$ cat config.mk
export PLATFORM = sky130hd
export DESIGN_NAME = col_lift_filter
export DESIGN_NICKNAME = d
export VERILOG_FILES = /design/src/rtl/col_lift_pkg.sv /design/src/rtl/col_lift_mem.sv /design/src/rtl/col_lift_ctrl.sv /design/src/rtl/col_lift_filter.sv
export SDC_FILE = /design/constraint.sdc
export NUM_CORES = 2
export LEC_CHECK = 0
export BUFFER_PORTS_ARGS = -buffer_cell sky130_fd_sc_hd__buf_2
export CAP_MARGIN = 40
export CORE_ASPECT_RATIO = 0.9
export CORE_MARGIN = 8
export CORE_UTILIZATION = 40
export CTS_BUF_LIST = sky130_fd_sc_hd__clkbuf_8
export CTS_CLUSTER_DIAMETER = 100
export DETAILED_ROUTE_END_ITERATION = 6
export GPL_TIMING_DRIVEN = 1
export SLEW_MARGIN = 40
export SYNTH_ARGS = -nofsm -noshare
export SYNTH_HDL_FRONTEND = slang
export SYNTH_SLANG_ARGS = --single-unit
export TNS_END_PERCENT = 10
$ cat constraint.sdc
create_clock -name clk -period 5.36 [get_ports clk]
set_clock_uncertainty 0.15 [all_clocks]
set_input_delay 0.536 -clock clk [delete_from_list [all_inputs] [get_ports clk]]
set_output_delay 0.536 -clock clk [all_outputs]
set_load 0.005 [all_outputs]
$ cat src/rtl/col_lift_pkg.sv
package col_lift_pkg;
    localparam int DATA_W = 10;
    localparam int ACC_W  = 14;
    localparam int COEF_W = 12;
    localparam int FRAC   = 8;

    typedef logic signed [ACC_W-1:0]  acc_t;
    typedef logic signed [COEF_W-1:0] coef_t;

    typedef enum logic [1:0] {
        PH_FIRST  = 2'd0,
        PH_SECOND = 2'd1,
        PH_STEADY = 2'd2
    } phase_e;

    typedef struct packed {
        logic   v;
        phase_e ph;
        acc_t   e;
        acc_t   o;
        acc_t   ae;
    } st1_t;

    typedef struct packed {
        logic   v;
        phase_e ph;
        acc_t   e;
        acc_t   h;
        acc_t   d1;
        acc_t   p2;
    } st2_t;

    typedef struct packed {
        logic   v;
        phase_e ph;
        acc_t   e;
        acc_t   h;
        acc_t   d1;
        acc_t   p2;
        acc_t   bh;
    } st3_t;

    function automatic acc_t qmul(input coef_t c, input acc_t v);
        logic signed [ACC_W+COEF_W-1:0] p;
        logic signed [ACC_W+COEF_W-1:0] s;
        p = (ACC_W+COEF_W)'(v) * (ACC_W+COEF_W)'(c);
        s = p >>> FRAC;
        return s[ACC_W-1:0];
    endfunction
endpackage

$ cat src/rtl/col_lift_mem.sv
module col_lift_mem #(
    parameter int DEPTH = 32,
    parameter int W     = 14,
    localparam int AW   = (DEPTH > 1) ? $clog2(DEPTH) : 1
) (
    input  logic          clk,
    input  logic          rst,
    input  logic          wr_en,
    input  logic [AW-1:0] wr_addr,
    input  logic [W-1:0]  wr_data,
    input  logic          rd_en,
    input  logic [AW-1:0] rd_addr,
    output logic [W-1:0]  rd_data
);
    logic [W-1:0] store [DEPTH];

    always_ff @(posedge clk) begin
        if (wr_en) store[wr_addr] <= wr_data;
    end

    always_ff @(posedge clk) begin
        if (rd_en) rd_data <= store[rd_addr];
    end

    AST_PORTS_APART: assert property (@(posedge clk) disable iff (rst)
        (wr_en && rd_en) |-> (wr_addr != rd_addr));
endmodule

$ cat src/rtl/col_lift_ctrl.sv
module col_lift_ctrl
    import col_lift_pkg::*;
#(
    parameter int N   = 16,
    localparam int CW = (N > 1) ? $clog2(N) : 1
) (
    input  logic          clk,
    input  logic          rst,
    input  logic          adv,
    output logic [CW-1:0] col,
    output logic          bank,
    output phase_e        phase
);
    localparam logic [CW-1:0] LAST = CW'(N - 1);

    always_ff @(posedge clk) begin
        if (rst) begin
            col   <= '0;
            bank  <= 1'b0;
            phase <= PH_FIRST;
        end else if (adv) begin
            if (col == LAST) begin
                col  <= '0;
                bank <= ~bank;
                unique case (phase)
                    PH_FIRST:  phase <= PH_SECOND;
                    PH_SECOND: phase <= PH_STEADY;
                    default:   phase <= PH_STEADY;
                endcase
            end else begin
                col <= col + 1'b1;
            end
        end
    end

    AST_COL_RANGE: assert property (@(posedge clk) disable iff (rst)
        col <= LAST);
    AST_PHASE_MONOTONIC: assert property (@(posedge clk) disable iff (rst)
        (phase == PH_STEADY) |=> (phase == PH_STEADY));
endmodule

$ cat src/rtl/col_lift_filter.sv
module col_lift_filter
    import col_lift_pkg::*;
#(
    parameter int N       = 16,
    parameter int COEF_A  = -406,
    parameter int COEF_B  = -14,
    localparam int CW     = (N > 1) ? $clog2(N) : 1,
    localparam int DEPTH  = 2 * N,
    localparam int AW     = $clog2(DEPTH)
) (
    input  logic                     clk,
    input  logic                     rst,
    input  logic                     in_valid,
    input  logic signed [DATA_W-1:0] in_even,
    input  logic signed [DATA_W-1:0] in_odd,
    output logic                     out_valid,
    output logic signed [ACC_W-1:0]  out_low,
    output logic signed [ACC_W-1:0]  out_high,
    output logic [CW-1:0]            out_col
);
    localparam coef_t CA = coef_t'(COEF_A);
    localparam coef_t CB = coef_t'(COEF_B);

    initial begin
        if (N < 4) $error("col_lift_filter needs N >= 4");
    end

    logic [CW-1:0] cur_col;
    logic          cur_bank;
    phase_e        cur_phase;

    col_lift_ctrl #(.N(N)) u_ctrl (
        .clk   (clk),
        .rst   (rst),
        .adv   (in_valid),
        .col   (cur_col),
        .bank  (cur_bank),
        .phase (cur_phase)
    );

    function automatic logic [AW-1:0] word_addr(input logic b, input logic [CW-1:0] c);
        return b ? AW'(N) + AW'(c) : AW'(c);
    endfunction

    // pipeline sidebands
    logic [AW-1:0] waddr1, waddr2, waddr3;
    logic [CW-1:0] col1, col2, col3;
    st1_t s1;
    st2_t s2;
    st3_t s3;

    // memory ports: index 0 carries the odd-side sum, 1 the even-side sum
    logic [ACC_W-1:0] mem_wdata [2];
    logic [ACC_W-1:0] mem_rdata [2];
    logic             mem_wen;
    logic [AW-1:0]    rd_addr0;

    assign rd_addr0 = word_addr(~cur_bank, cur_col);

    // stage 1: first multiplier, read issued
    always_ff @(posedge clk) begin
        if (rst) begin
            s1     <= '0;
            waddr1 <= '0;
            col1   <= '0;
        end else begin
            s1.v   <= in_valid;
            waddr1 <= word_addr(cur_bank, cur_col);
            col1   <= cur_col;
            if (in_valid) begin
                s1.ph <= cur_phase;
                s1.e  <= acc_t'(in_even);
                s1.o  <= acc_t'(in_odd);
                s1.ae <= qmul(CA, acc_t'(in_even));
            end
        end
    end

    // stage 2: high value and new odd-side sum
    always_ff @(posedge clk) begin
        if (rst) begin
            s2     <= '0;
            waddr2 <= '0;
            col2   <= '0;
        end else begin
            s2.v   <= s1.v;
            waddr2 <= waddr1;
            col2   <= col1;
            if (s1.v) begin
                s2.ph <= s1.ph;
                s2.e  <= s1.e;
                s2.d1 <= s1.o + s1.ae;
                s2.h  <= acc_t'(mem_rdata[0]) + s1.ae;
                s2.p2 <= acc_t'(mem_rdata[1]);
            end
        end
    end

    // stage 3: second multiplier
    always_ff @(posedge clk) begin
        if (rst) begin
            s3     <= '0;
            waddr3 <= '0;
            col3   <= '0;
        end else begin
            s3.v   <= s2.v;
            waddr3 <= waddr2;
            col3   <= col2;
            if (s2.v) begin
                s3.ph <= s2.ph;
                s3.e  <= s2.e;
                s3.h  <= s2.h;
                s3.d1 <= s2.d1;
                s3.p2 <= s2.p2;
                s3.bh <= qmul(CB, s2.h);
            end
        end
    end

    // write-back of both partial sums
    acc_t d2_new;
    acc_t low_new;
    always_comb begin
        d2_new  = (s3.ph == PH_FIRST) ? s3.e : s3.e + s3.bh;
        low_new = (s3.ph == PH_SECOND) ? s3.p2 + s3.bh + s3.bh : s3.p2 + s3.bh;
    end

    assign mem_wen      = s3.v;
    assign mem_wdata[0] = s3.d1;
    assign mem_wdata[1] = d2_new;

    for (genvar g = 0; g < 2; g++) begin : g_line
        col_lift_mem #(.DEPTH(DEPTH), .W(ACC_W)) u_mem (
            .clk     (clk),
            .rst     (rst),
            .wr_en   (mem_wen),
            .wr_addr (waddr3),
            .wr_data (mem_wdata[g]),
            .rd_en   (in_valid),
            .rd_addr (rd_addr0),
            .rd_data (mem_rdata[g])
        );
    end

    // output register
    always_ff @(posedge clk) begin
        if (rst) begin
            out_valid <= 1'b0;
            out_low   <= '0;
            out_high  <= '0;
            out_col   <= '0;
        end else begin
            out_valid <= s3.v && (s3.ph != PH_FIRST);
            if (s3.v && (s3.ph != PH_FIRST)) begin
                out_low  <= low_new;
                out_high <= s3.h;
                out_col  <= col3;
            end
        end
    end

    AST_VALID_LATENCY: assert property (@(posedge clk) disable iff (rst)
        out_valid |-> $past(in_valid, 4));
    AST_FIRST_SCAN_QUIET: assert property (@(posedge clk) disable iff (rst)
        out_valid |-> ($past(cur_phase, 4) != PH_FIRST));
    AST_IDLE_HOLD: assert property (@(posedge clk) disable iff (rst)
        !$past(in_valid, 4) |-> ($stable(out_low) && $stable(out_high) && !out_valid));
endmodule

==> run_results.csv <==
group,metric,value,unit
run_status,status,"finished, final reports clean",
logic_synthesis,synth_edf_count,924,
sta,report.final.slew_viol_count,0,
floorplanning,die_x,379,um
route,drc_errors,0,
layout,multi_input_area,0.0150,mm^2
sta,finalHoldViolCount,0,
logic_synthesis,ys_ff_latch,1135,
clock_tree,clockBufferDepth,3,
sta,rsz0062_at_grt,"no",
layout,syn_to_final_growth,14.7,%
clock_tree,post_cts_resized,0,
worst_setup_path,worstSetupPathType,"in -> reg",
placement,numPortBuffers,55,
placement,place_congestion,0.818,
logic_synthesis,synth_top_area_share,58.5,%
logic_synthesis,synthTopCellsByCount,"924 x edfxtp_1, 280 x mux4_2, 236 x nor2_1",
grt,grt_pass1_wl,173000,um
worst_setup_path,start_kind,"input port",
layout,design_area,0.0544,mm^2
worst_setup_path,crit_family,"adder cells",
logic_synthesis,synth_top_area_cell,"edfxtp_1",
power,power_frac_seq,51.3,%
layout,finalNonFillerCells,4701,
grt,antenna_found_initial,3,
logic_synthesis,synth_mux_area_share,16.7,%
logic_synthesis,synthDistinctLibCells,65,
worst_setup_path,cp_max_fo,6,
logic_synthesis,syn-num-nets,2948,
logic_synthesis,syn-cell-area,0.0475,mm^2
logic_synthesis,ys_warn_count,0,
route,drtPass1Iterations,5,
logic_synthesis,synth_top_family_by_area,"multiplexers",
logic_synthesis,ys.flop_type,"edfxtp_1",
placement,dpl.hpwl,71700,um
clock_tree,htreeDepth,4,
sta,slew_headroom,40.0,%
worst_setup_path,path_buf_inv,4,
power,ir_drop,0.201,mV
grt,grt_max_degree,68,
layout,finalNetCount,3181,
logic_synthesis,synthArstFlopShare,0,%
route,vias,25700,
clock_tree,cts-buffers-inserted,179,
clock_tree,cts-root-buf,"clkbuf_8",
sta,whs,0.152,ns
power,p_int,14.2,mW
power,netSwitchingFraction,25.0,%
route,postRouteAntennaNets,0,
sta,setup-tns-final,0,ns
worst_setup_path,critPathMaxStageDelay,0.54,ns
logic_synthesis,synth_xor_area_share,1.11,%
floorplanning,num_rows,120,
power,leakagePower,18.7,nW
clock_tree,cts.sink_count,1135,
clock_tree,clock_latency,0.82,ns
logic_synthesis,synthAdderAreaFrac,5.33,%
layout,num-fill-cells,10200,
placement,dp_cells,4339,
layout,regArea,0.0320,mm^2
flow_run,cap_violations,0,
logic_synthesis,synth_compound_area_share,3.37,%
route,wl_per_cell,24.7,um
power,p_clk_share,36.6,%
placement,place_area,0.0505,mm^2
sta,fmax,218,MHz
power,fin_total_pwr,18.9,mW
sta,worstMarginPinSlew,0.897,ns
clock_tree,cts.clk_slew.worst_paths,0.06,ns
worst_setup_path,required,5.92,ns
hold_path,hp-class,"in -> reg",
grt,grt_pass1_vias,26600,
worst_setup_path,cp_slowest_cell,"dlygate4sd3_1",
worst_setup_path,arrival,5.16,ns
route,drt_iter0_markers,2369,
sta,finalSetupViolCount,0,
clock_tree,tritoncts,"built",
logic_synthesis,yosysMostFrequentCell,"edfxtp_1",
power,p_per_area,348,mW/mm^2
route,drt_wl_total,116000,um
worst_setup_path,crit_path_cell_trace,"dlygate4sd3_1 > buf_2 > ha_1 > fa_1 > inv_1 > fa_1 > inv_1 > fa_1 > ha_1 > ha_1 > or3_1 > a31o_2 > a31oi_1 > o221ai_1 > a31oi_1 > xnor2_1 > a211oi_1",
power,switchingPower,4.74,mW
floorplanning,die_area,0.130,mm^2
sta,fin_crit_sh,85.7,%
floorplanning,core,0.118,mm^2
logic_synthesis,synth.avg_cell_area,17.3,um^2
sta,period_needed,4.59,ns
floorplanning,initial_utilization,40.1,%
logic_synthesis,synth-seq-area-share,67.4,%
floorplanning,ioPinCount,56,
floorplanning,dieHeight,343,um
power,combPwrFrac,12.1,%
logic_synthesis,synth_simple_gate_area_share,4.30,%
grt,overflow,0,
grt,grt_usage,17.9,%
logic_synthesis,netlist_instances,2742,
worst_setup_path,cp-end-kind,"flip-flop",
logic_synthesis,yosys-top-cells-area,"edfxtp_1 58%, mux4_2 13%, dfxtp_1 8.9%",
layout,drive_above_1_share,24.4,%
route,vias_per_cell,5.47,
worst register-to-register path, cell delays in order (launching register included):
cell      delay (ns)
dfxtp_1         0.38
ha_1            0.26
fa_1            0.42
a211oi_1        0.25
nor2_1          0.15
o211ai_1        0.28
nand2b_1        0.10
xor2_1          0.21
ha_1            0.31
a21o_1          0.20
and2_1          0.18
a31oi_1         0.22
nand2b_1        0.11
xnor2_1         0.14
a311oi_1        0.31
o21a_1          0.16
power by group through the flow:
stage	Clock, mW	Sequential (mW)	Combinational (mW)
floorplan	0	9.80	1.77
CTS	7.09	9.73	2.29
finish	6.94	9.72	2.29
global placement	0	9.93	2.16
global route	7.47	9.73	2.55
detailed placement	0	9.92	2.25
final cells by class:
class | count | area share, %
Multi-Input combinational cell | 1387 | 27.6
Antenna cell | 2 | 0.00920
Clock inverter | 131 | 1.38
Tap cell | 1586 | 3.65
Clock buffer | 188 | 4.75
Timing Repair Buffer | 178 | 3.18
Sequential cell | 1135 | 58.8
Inverter | 94 | 0.648
flip-flops by register name, indices dropped and copies added (netlist names), 5 cells and up:
name and flops:
out_low 14, s3 51, s2 55, mem_wdata 14
out_high 14, waddr1 5, g_line.u_mem.store 896, waddr3 5
waddr2 5, g_line.u_mem.rd_data 28, s1 35
path summary, 6_finish.rpt:
kind | startpoint | end | slack, ns | depth (start not counted)
worst min register to register | waddr2[3] | waddr3[3] | 0.29 | 1
worst max-delay path | in_even[5] | s1[10] | 0.77 | 17
worst min-delay path | in_valid | g_line[0].u_mem.rd_data[6] | 0.15 | 1
worst max register to register | s3[0] | out_low[10] | 1.47 | 15
per-stage QoR:
step                utilization [%]  setup slack (ns)
global route                   46.0             0.545
floorplan                         -             0.917
detailed placement             42.7             0.467
global placement               42.4             0.530
CTS                            45.8             0.835
finish                         46.0             0.767
layer usage:
| metal | share of wire, % | track usage, % | up-vias |
|---|---|---|---|
| met5 | 0 | 0 | - |
| met4 | 1.8 | 4.50 | 0 |
| met3 | 6.9 | 3.28 | 170 |
| met2 | 48 | 29.4 | 840 |
| met1 | 43 | 24.6 | 13400 |
| li1 | - | - | 11300 |
what timing repair did:
action,in CTS,in global routing
hold buffers,30,0
buffers inserted,0,0
hold endpoints to repair,50,0
logic make-up (layout without fill, tap and decap cells):
| group | count (synthesis) | count (layout) |
|---|---|---|
| buf+inv | 220 | 591 |
| xor+xnor | 60 | 60 |
| flops | 1135 | 1135 |
| fa+ha+maj | 183 | 183 |
| simple gates | 453 | 453 |
| other cells | 0 | 2 |
| mux | 439 | 439 |
| compound gates | 252 | 252 |
cell usage in the layout, fill, tap and decap left out, types with 14 or more instances in the layout:
cell | Yosys | layout
clkbuf_8 | 0 | 188
a31oi_1 | 17 | 17
nor2_1 | 236 | 203
fa_1 | 32 | 32
mux2i_1 | 129 | 129
clkinv_1 | 2 | 38
nor3_1 | 26 | 26
nor2b_1 | 30 | 29
dfxtp_2 | 0 | 16
mux2_2 | 30 | 30
buf_2 | 20 | 53
xor2_1 | 22 | 22
nand2b_1 | 16 | 16
xnor2_1 | 38 | 38
edfxtp_1 | 924 | 924
a211oi_1 | 29 | 29
inv_1 | 92 | 155
buf_12 | 0 | 14
o21ai_0 | 50 | 41
nor2_4 | 0 | 32
ha_1 | 151 | 151
a21oi_1 | 75 | 74
buf_4 | 2 | 60
dlygate4sd3_1 | 0 | 30
nand2_1 | 82 | 81
dfxtp_1 | 211 | 190
mux4_2 | 280 | 280
clkinv_2 | 0 | 16
No activity file was read; power rests on OpenSTA's default activity.
